--- config.mk ---
export PLATFORM = sky130hd
export DESIGN_NAME = vec_irq_ctrl
export DESIGN_NICKNAME = d
export VERILOG_FILES = /design/src/rtl/vic_pkg.sv /design/src/rtl/vic_prio_enc.sv /design/src/rtl/vic_ctrl.sv /design/src/rtl/vic_vec_fmt.sv /design/src/rtl/vec_irq_ctrl.sv
export SDC_FILE = /design/constraint.sdc
export NUM_CORES = 1
export LEC_CHECK = 0
export BUFFER_PORTS_ARGS = -buffer_cell sky130_fd_sc_hd__buf_4
export CAP_MARGIN = 20
export CORE_AREA = 2 2 39 41
export DETAILED_ROUTE_END_ITERATION = 16
export DIE_AREA = 0 0 41 43
export PLACE_DENSITY = 0.45
export SKIP_LAST_GASP = 1
export SYNTH_ARGS = -nofsm -noshare
export SYNTH_HDL_FRONTEND = slang
export SYNTH_SLANG_ARGS = --single-unit
export TNS_END_PERCENT = 10
--- constraint.sdc ---
create_clock -name clk_i -period 0.9 [get_ports clk_i]
set_input_delay 0.045 -clock clk_i [delete_from_list [all_inputs] [get_ports clk_i]]
set_output_delay 0.045 -clock clk_i [all_outputs]
set_load 0.01 [all_outputs]
--- src/rtl/vic_pkg.sv ---
package vic_pkg;
    localparam int VIC_NUM_SRC = 4;
    localparam int VIC_CODE_W  = $clog2(VIC_NUM_SRC);
    localparam int VIC_VEC_W   = 8;

    typedef struct packed {
        logic                  ien;
        logic                  oe;
        logic [VIC_CODE_W-1:0] code;
    } vic_state_t;
endpackage

--- src/rtl/vic_prio_enc.sv ---
module vic_prio_enc #(
    parameter int NUM_SRC = 4,
    localparam int CODE_W = $clog2(NUM_SRC)
) (
    input  logic [NUM_SRC-1:0] req_i,
    output logic [CODE_W-1:0]  code_o,
    output logic               any_o
);
    // seen_above[i]: some line with higher priority than i is active
    logic [NUM_SRC:0]   seen_above;
    logic [NUM_SRC-1:0] grant;

    assign seen_above[0] = 1'b0;

    for (genvar g = 0; g < NUM_SRC; g++) begin : g_chain
        assign grant[g]        = req_i[g] & ~seen_above[g];
        assign seen_above[g+1] = seen_above[g] | req_i[g];
    end

    always_comb begin
        code_o = '0;
        for (int i = 0; i < NUM_SRC; i++) begin
            if (grant[i]) begin
                code_o = code_o | CODE_W'(i);
            end
        end
    end

    assign any_o = seen_above[NUM_SRC];
endmodule

--- src/rtl/vic_ctrl.sv ---
module vic_ctrl
    import vic_pkg::*;
(
    input  logic                  clk_i,
    input  logic                  rst_ni,
    input  logic                  ien_set_i,
    input  logic                  ien_clr_i,
    input  logic                  intack_i,
    input  logic [VIC_CODE_W-1:0] code_i,
    output logic                  ien_o,
    output logic                  oe_o,
    output logic [VIC_CODE_W-1:0] code_o
);
    vic_state_t st_d, st_q;
    logic       ack_rise;

    // oe_q doubles as the previous sample of the acknowledge line
    assign ack_rise = intack_i & ~st_q.oe;

    always_comb begin
        st_d    = st_q;
        st_d.oe = intack_i;
        if (ack_rise) begin
            st_d.code = code_i;
            st_d.ien  = 1'b0;
        end else if (ien_clr_i) begin
            st_d.ien  = 1'b0;
        end else if (ien_set_i) begin
            st_d.ien  = 1'b1;
        end
    end

    always_ff @(posedge clk_i or negedge rst_ni) begin
        if (!rst_ni) begin
            st_q <= '0;
        end else begin
            st_q <= st_d;
        end
    end

    assign ien_o  = st_q.ien;
    assign oe_o   = st_q.oe;
    assign code_o = st_q.code;

    p_ack_clears_r5: assert property (@(posedge clk_i) disable iff (!rst_ni)
        $rose(intack_i) |=> !ien_o);
    p_clr_wins_r4: assert property (@(posedge clk_i) disable iff (!rst_ni)
        ien_clr_i |=> !ien_o);
    p_oe_on_r6: assert property (@(posedge clk_i) disable iff (!rst_ni)
        intack_i |=> oe_o);
    p_oe_off_r6: assert property (@(posedge clk_i) disable iff (!rst_ni)
        !intack_i |=> !oe_o);
    p_code_hold_r7: assert property (@(posedge clk_i) disable iff (!rst_ni)
        (intack_i && oe_o) |=> $stable(code_o));
endmodule

--- src/rtl/vic_vec_fmt.sv ---
module vic_vec_fmt #(
    parameter int          VEC_W    = 8,
    parameter int          CODE_W   = 2,
    parameter int          CODE_LSB = 2,
    parameter logic [VEC_W-1:0] VEC_BASE = 8'h43
) (
    input  logic [CODE_W-1:0] code_i,
    input  logic              oe_i,
    output logic [VEC_W-1:0]  vec_o
);
    localparam logic [VEC_W-1:0] CODE_MASK =
        VEC_W'(((1 << CODE_W) - 1) << CODE_LSB);
    localparam logic [VEC_W-1:0] BASE_KEEP = VEC_BASE & ~CODE_MASK;

    logic [VEC_W-1:0] placed;

    assign placed = VEC_W'(code_i) << CODE_LSB;
    assign vec_o  = oe_i ? (BASE_KEEP | placed) : '0;
endmodule

--- src/rtl/vec_irq_ctrl.sv ---
module vec_irq_ctrl
    import vic_pkg::*;
#(
    parameter int                    CODE_LSB = 2,
    parameter logic [VIC_VEC_W-1:0]  VEC_BASE = 8'h43
) (
    input  logic                   clk_i,
    input  logic                   rst_ni,
    input  logic [VIC_NUM_SRC-1:0] irq_req_i,
    input  logic                   ien_set_i,
    input  logic                   ien_clr_i,
    input  logic                   intack_i,
    output logic                   intr_o,
    output logic [VIC_VEC_W-1:0]   vec_o,
    output logic                   vec_oe_o
);
    logic [VIC_CODE_W-1:0]  enc_code;
    logic                   enc_any;
    logic                   ien;
    logic                   oe;
    logic [VIC_CODE_W-1:0]  held_code;
    logic [VIC_NUM_SRC-1:0] lower_mask;

    vic_prio_enc #(.NUM_SRC(VIC_NUM_SRC)) i_enc (
        .req_i  (irq_req_i),
        .code_o (enc_code),
        .any_o  (enc_any)
    );

    vic_ctrl i_ctrl (
        .clk_i     (clk_i),
        .rst_ni    (rst_ni),
        .ien_set_i (ien_set_i),
        .ien_clr_i (ien_clr_i),
        .intack_i  (intack_i),
        .code_i    (enc_code),
        .ien_o     (ien),
        .oe_o      (oe),
        .code_o    (held_code)
    );

    vic_vec_fmt #(
        .VEC_W    (VIC_VEC_W),
        .CODE_W   (VIC_CODE_W),
        .CODE_LSB (CODE_LSB),
        .VEC_BASE (VEC_BASE)
    ) i_fmt (
        .code_i (held_code),
        .oe_i   (oe),
        .vec_o  (vec_o)
    );

    assign intr_o   = enc_any & ien;
    assign vec_oe_o = oe;

    // lines with higher priority than the selected one
    assign lower_mask = (VIC_NUM_SRC'(1) << enc_code) - VIC_NUM_SRC'(1);

    p_line0_wins_r1: assert property (@(posedge clk_i) disable iff (!rst_ni)
        irq_req_i[0] |-> (enc_code == '0));
    p_order_r2: assert property (@(posedge clk_i) disable iff (!rst_ni)
        enc_any |-> (irq_req_i[enc_code] && ((irq_req_i & lower_mask) == '0)));
    p_intr_needs_req_r3: assert property (@(posedge clk_i) disable iff (!rst_ni)
        intr_o |-> (irq_req_i != '0));
    p_idle_bus_r6: assert property (@(posedge clk_i) disable iff (!rst_ni)
        !vec_oe_o |-> (vec_o == '0));
    p_vec_steady_r7: assert property (@(posedge clk_i) disable iff (!rst_ni)
        (vec_oe_o && intack_i) |=> $stable(vec_o));
endmodule

# --- Yosys cells after proc, flatten, opt, wreduce, memory -nomap -nowiden ---
# Index checks and enable logic that the tools add are counted.
totals:
  latchBits: 0
  output_inout_bits: 10
  mem_bits_rw: 0
  reg_bits: 4
  n_memories: 0
  word_cells: 23
  rom_bits: 0
  in_bits: 9
op_classes:
  div: 0
  bitwise: 12
  mul: 0
  shifts: 0
  magnitude_cmp: 0
  n_addsub: 0
  n_eq_ne: 0
  n_mux: 7
  n_reduce_logical: 1
op_table:
  columns: ["cell", "n"]
  rows:
  - ["7-bit two-way mux", 1]
  - ["1-bit AND", 5]
  - ["1-bit two-way mux", 4]
  - ["2-bit two-way mux", 2]
  - ["1-bit inverter", 4]
  - ["1-bit OR", 3]
  - ["3-bit nonzero test", 1]

# --- Logic depth before layout (Yosys ltp) ---
# Gate-level depths: netlist (run 1).
logic_depth:
  depth_word: 5
  mapped_depth: 3
  mapped_depth_nobuf: 3

# --- By module ---
# From an unflattened synthesis (run 1), not the netlist that was laid out.
unflattened:
  hier_cells: 26
  hier_area_um2: 255.2
by_module_without_submodules:
  columns: ["mod", "cells_each", "instances", "seq_area_each_um2", "area_per_inst_um2"]
  rows:
  - ["vic_ctrl", 9, 1, 100.1, 152.6]
  - ["vic_vec_fmt", 9, 1, 0.0, 61.3]
  - ["vic_prio_enc", 7, 1, 0.0, 35.0]
  - ["vec_irq_ctrl", 1, 1, 0.0, 6.3]

# --- Least setup slack after synthesis (run 1) ---
# Ideal clock, no wire load.
synth_path:
  path_kind: "flip-flop to flip-flop"
  start: "register i_ctrl.st_q, in the netlist i_ctrl.oe_o"
  end: "register i_ctrl.st_q, in the netlist i_ctrl.code_o[0]"
  path_buffers: 0
  arrival_ns: 0.809
  required_ns: 0.805
  period_less_slack_ns: 0.904
  setup_ns: 0.095
  stages_incl_launch_ff: 3
  setup_slack_ns: -0.004
  path_cell_list: "dfrtp_1 nand2b_4 o31ai_1"
synth_via:
  elab_chain_len: 2
synth_rtl:
  columns: ["element", "line_no", "source"]
  rows:
  - ["from (decl)", "vic_ctrl.sv:14", "vic_state_t st_d, st_q;"]
  - ["from (signal assigned)", "vic_ctrl.sv:37", "st_q <= st_d;"]
  - ["1-bit inverter", "vic_ctrl.sv:18", "assign ack_rise = intack_i & ~st_q.oe;"]
  - ["1-bit AND", "vic_ctrl.sv:18", null]
# No other way between the ends.
# A chain may end at the register's enable or synchronous reset.

# --- Worst setup path after layout (run 1) ---
layout_path:
  start: "register i_ctrl.st_q, in the netlist i_ctrl.oe_o"
  end: "output port vec_o[2]"
layout_via:
  elab_chain_len: 1
layout_rtl:
  columns: ["element", "line_no", "source"]
  rows:
  - ["7-bit two-way mux", "vic_vec_fmt.sv:18", "assign vec_o = oe_i ? (BASE_KEEP | placed) : '0;"]
  - ["to (decl)", "vec_irq_ctrl.sv:14", "output logic [VIC_VEC_W-1:0] vec_o,"]
# No other way between the ends.

==> impl_metrics.tcl, run 1 <==
set metrics [dict create \
    first_global_vias 192 \
    hold_slack_ns 0.01394 \
    fin_util 0.2975 \
    endpoint_kind "output port" \
    track_usage 0.06647 \
    drtPass1Iterations 1 \
    finalCriticalPeriod_ns 0.9695 \
    cp-start-kind "flop" \
    max_stage_delay_ns 0.42 \
    port_buffers 15 \
    wl_um 530 \
    grt_max_degree 6 \
    fin_nets 53 \
    ys_seq_area_frac 0.4188 \
    grt-ovfl-total 0 \
    timing.fmax_mhz 1031 \
    cp_max_fo 4 \
    cp.arrival_ns 0.92 \
    r2r_setup_slack_ns -0.01 \
    clock_latency_ns 0.24 \
    cts_tree "done" \
    finalHoldViolCount 0 \
    avgSynthCellArea_um2 9.957 \
    maxCapViolCount 0 \
    setup-tns-final_ns -0.3644 \
    slowest_stage "dfrtp_2" \
    final_common_cell "buf_4" \
    finClkSkew_ns 0.005663 \
    syn_area_um2 239.0 \
    critPathRequiredTime_ns 0.85 \
    die_y_um 43 \
    cts_max_path_buffers 2 \
    grt_pass1_wl_um 731 \
    cts_buffers 3 \
    dpl.hpwl_um 403.9 \
    power_leakage_nw 0.2105 \
    die_area_um2 1763 \
    fillerInstances 149 \
    hp-class "in2reg" \
    yosysWarnings 0 \
    peakVddDrop_uv 422.1 \
    num_vias 212 \
    start_util 0.1727 \
    violations "setup timing" \
    numClockSinks 4 \
    rows 14 \
    drt_iter0_drc 0 \
    clk_pin_slew_ns 0.04 \
    coreArea_um2 1384 \
    power.total_mw 0.5842 \
    gp_congestion 0.6108 \
    area.growth.synth_to_final_pct 72.25 \
    setup_viol 8 \
    cp_cell_sequence "and2_4 > buf_4" \
    die_x_um 41 \
    ys_types 13 \
    htreeDepth 1 \
    crit_family "flip-flops" \
    drive_gt1_frac 0.5581 \
    wl_per_cell_um 8.983 \
    syn_inst 24 \
    grt_antenna_before_repair 0 \
    path_buf_inv 1 \
    power.density_nw_per_um2 1419 \
    rsz0062_at_grt "true" \
    via_per_inst 3.593 \
    crit_type "reg2out" \
    drc_errors 0 \
    cts.root.buffer_cell "clkbuf_4" \
    final_cell_mix "buf_4 (14), conb_1 (3), clkbuf_4 (3), dlygate4sd3_1 (3), dfrtp_1 (3)" \
    drtAntennaViolNets 0 \
    diodes 0 \
    pre_cts_slack_ns 0.003754 \
    setup_slack_ns -0.06952 \
    ios 19 \
    finalMaxSlewViolations 0 \
    ys_ff_latch 4 \
    fin_crit_sh 1.077 \
    status "finished with violations" \
]
-- cell families after synthesis --
family / synth area share
AOI/OAI and AO/OA: 0.1885
buffers and inverters: 0.2042
DFF: 0.4189
other: 0.01569
and+or+nand+nor: 0.1728
-- sequential cells by signal, indices dropped and copies added, names as in the netlist --
register       cells
i_ctrl.code_o      2
i_ctrl.ien_o       1
i_ctrl.oe_o        1
-- worst paths after layout --
path | depth (start not counted) | startpoint | end
worst max-delay path | 2 | i_ctrl.oe_o | vec_o[2]
worst min-delay path | 2 | irq_req_i[1] | i_ctrl.code_o[1]
worst max register to register | 2 | i_ctrl.oe_o | i_ctrl.code_o[0]
worst min register to register | 2 | i_ctrl.code_o[1] | i_ctrl.code_o[1]
max in group asynchronous | 2 | rst_ni | i_ctrl.oe_o
min in group asynchronous | 2 | rst_ni | i_ctrl.code_o[1]
-- layer usage --
| layer | wire length (µm) | vias to the layer above | part of all wire | track usage |
|---|---|---|---|---|
| met1 | 232 | 87 | 0.44 | 0.08766 |
| li1 | - | 109 | - | - |
| met5 | 0 | - | 0 | 0 |
| met3 | 79 | 0 | 0.15 | 0.03665 |
| met2 | 219 | 16 | 0.41 | 0.07188 |
| met4 | 0 | 0 | 0 | 0.06000 |
-- timing repair --
action | in CTS | in global routing
setup buffers | 0 | 0
hold endpoints to repair | 6 | 0
hold buffers | 3 | 0
gates resized for setup | 0 | 4
endpoints found under the setup margin | 8 | 9
-- final cells by class --
type,count,area (µm²),area share
Multi-Input combinational cell,15,102.6,0.2492
Clock buffer,4,26.28,0.06383
Inverter,1,3.754,0.009119
Tap cell,16,20.02,0.04863
Timing Repair Buffer,19,157.7,0.3830
Sequential cell,4,101.3,0.2462
-- synth_stat cells --
| library cell | number | area (µm²) |
|---|---|---|
| nor2_1 | 2 | 7.510 |
| nand2b_4 | 1 | 13.76 |
| and2_1 | 2 | 12.51 |
| o31ai_1 | 1 | 7.510 |
| a21oi_1 | 1 | 5.000 |
| o41a_1 | 1 | 11.26 |
| o21ai_0 | 1 | 5.000 |
| o41ai_2 | 1 | 16.27 |
| inv_1 | 1 | 3.750 |
| buf_4 | 6 | 45.04 |
| dfrtp_1 | 4 | 100.1 |
| conb_1 | 1 | 3.750 |
| nand2_1 | 2 | 7.510 |
-- per-stage QoR --
stage / instance area, µm² / std cells
detailed placement: 342.8 / 52
floorplan: 247.7 / 26
finish: 411.6 / 59
global route: 411.6 / 59
CTS: 399.1 / 59
global placement: 342.8 / 52
-- power by group --
group          switching [mW]  internal (mW)  total [mW]
clock network          0.0759          0.167       0.242
registers             0.00956          0.196       0.206
logic                  0.0552         0.0810       0.136
Note: power is estimated with default switching activity, not from simulation.
==> inputs of run 2 (changes only) <==
--- a/config.mk
+++ b/config.mk
@@ -11,7 +11,9 @@
 export DETAILED_ROUTE_END_ITERATION = 16
 export DIE_AREA = 0 0 41 43
 export PLACE_DENSITY = 0.45
+export RECOVER_POWER = 100
 export SKIP_LAST_GASP = 1
+export SLEW_MARGIN = 5
 export SYNTH_ARGS = -nofsm -noshare
 export SYNTH_HDL_FRONTEND = slang
 export SYNTH_SLANG_ARGS = --single-unit
==> impl_metrics.tcl, run 2 (synthesized netlist as in run 1, its figures left out) <==
set metrics [dict create \
    cp_cell_sequence "and2_4 > buf_4" \
    clock_latency_ns 0.24 \
    cp-start-kind "flop" \
    cts.root.buffer_cell "clkbuf_4" \
    diodes 0 \
    drtPass1Iterations 1 \
    power_leakage_nw 0.2068 \
    numClockSinks 4 \
    coreArea_um2 1384 \
    violations "setup timing" \
    numPlacedInstances 52 \
    grt_antenna_before_repair 0 \
    rsz0062_at_grt "true" \
    finalCriticalPeriod_ns 0.9695 \
    wl_per_cell_um 8.949 \
    drc_errors 0 \
    hold_slack_ns 0.01394 \
    fillerInstances 151 \
    crit_type "reg2out" \
    first_global_vias 192 \
    wl_um 528 \
    final_common_cell "buf_4" \
    fin_crit_sh 1.077 \
    grt_max_degree 6 \
    finalMaxSlewViolations 0 \
    path_buf_inv 1 \
    timing.fmax_mhz 1031 \
    drt_iter0_drc 0 \
    dpl.hpwl_um 403.9 \
    crit_family "flip-flops" \
    htreeDepth 1 \
    drtAntennaViolNets 0 \
    critPathRequiredTime_ns 0.85 \
    endpoint_kind "output port" \
    fin_area_um2 407.9 \
    via_per_inst 3.593 \
    die_area_um2 1763 \
    drive_gt1_frac 0.5349 \
    clk_pin_slew_ns 0.04 \
    power.density_nw_per_um2 1427 \
    slowest_stage "dfrtp_2" \
    final_cells 59 \
    rows 14 \
    track_usage 0.06647 \
    cp.arrival_ns 0.92 \
    ios 19 \
    cts_setup_buffers 0 \
    status "finished with violations" \
    finClkSkew_ns 0.005663 \
    setup_slack_ns -0.06952 \
    max_stage_delay_ns 0.42 \
    maxCapViolCount 0 \
    cts_tree "done" \
    placed_area_um2 342.8 \
    finalHoldViolCount 0 \
    port_buffers 15 \
    gp_congestion 0.6108 \
    cp_max_fo 4 \
    area.growth.synth_to_final_pct 70.68 \
    grt-ovfl-total 0 \
    grt_pass1_wl_um 731 \
    largest_register_ffs 2 \
    peakVddDrop_uv 421.8 \
    die_x_um 41 \
    die_y_um 43 \
    setup_viol 8 \
    power.total_mw 0.5821 \
    cts_max_path_buffers 2 \
    fin_nets 53 \
    hp-class "in2reg" \
    fin_util 0.2948 \
    start_util 0.1727 \
    final_cell_mix "buf_4 (13), conb_1 (3), clkbuf_4 (3), dlygate4sd3_1 (3), dfrtp_1 (3)" \
    cts_buffers 3 \
    num_vias 212 \
]
[run 2: timing repair]
| item | CTS | global route |
|---|---|---|
| hold buffers | 3 | 0 |
| endpoints found under the hold margin | 6 | 0 |
| pin swaps | 0 | 0 |
| cloned | 0 | 0 |
| resized for setup | 0 | 4 |
| setup endpoints to repair | 8 | 9 |
[run 2: stage by stage]
stage / TNS, ns / setup WS [ns]
2_1_floorplan: 0 / 0.01172
3_3_place_gp: 0 / 0.03928
3_5_place_dp: 0 / 0.003754
4_1_cts: -0.4868 / -0.07905
5_1_grt: -0.6861 / -0.1000
6_report: -0.3644 / -0.06952
[run 2: power breakdown]
| group | internal, mW | switching, mW | leakage [nW] |
|---|---|---|---|
| registers | 0.196 | 0.00953 | 0.0498 |
| clock network | 0.167 | 0.0759 | 0.0150 |
| logic | 0.0791 | 0.0550 | 0.142 |
| total | 0.442 | 0.140 | 0.207 |
[run 2: cell type report]
class                   count  area, µm²  area share
flip-flops and latches      4      101.3      0.2485
clock buffers               4      26.28     0.06442
inverters                   1      3.754    0.009202
repair buffers             19      153.9      0.3773
multi-input cells          15      102.6      0.2515
well taps                  16      20.02     0.04908
[run 2: worst reg2reg max path, stage by stage, from the launching register on]
cell and delay [ns]:
dfrtp_2 0.42, nand2b_4 0.17, o31ai_1 0.23
[run 2: worst paths after layout]
check,slack (ns),to,start,depth (start not counted)
min in group asynchronous,0.18,i_ctrl.code_o[1],rst_ni,2
setup reg to reg,-0.01,i_ctrl.code_o[0],i_ctrl.oe_o,2
hold reg to reg,0.49,i_ctrl.code_o[1],i_ctrl.code_o[1],2
setup / recovery,-0.07,vec_o[2],i_ctrl.oe_o,2
max in group asynchronous,0.52,i_ctrl.oe_o,rst_ni,2
hold / removal,0.01,i_ctrl.code_o[1],irq_req_i[1],2
[run 2: metal layers]
metal | GRT usage | part of all wire | up-vias
met5 | 0 | 0 | -
met4 | 0.06000 | 0 | 0
met3 | 0.03665 | 0.15 | 0
met2 | 0.07188 | 0.41 | 16
met1 | 0.08766 | 0.44 | 87
li1 | - | - | 109
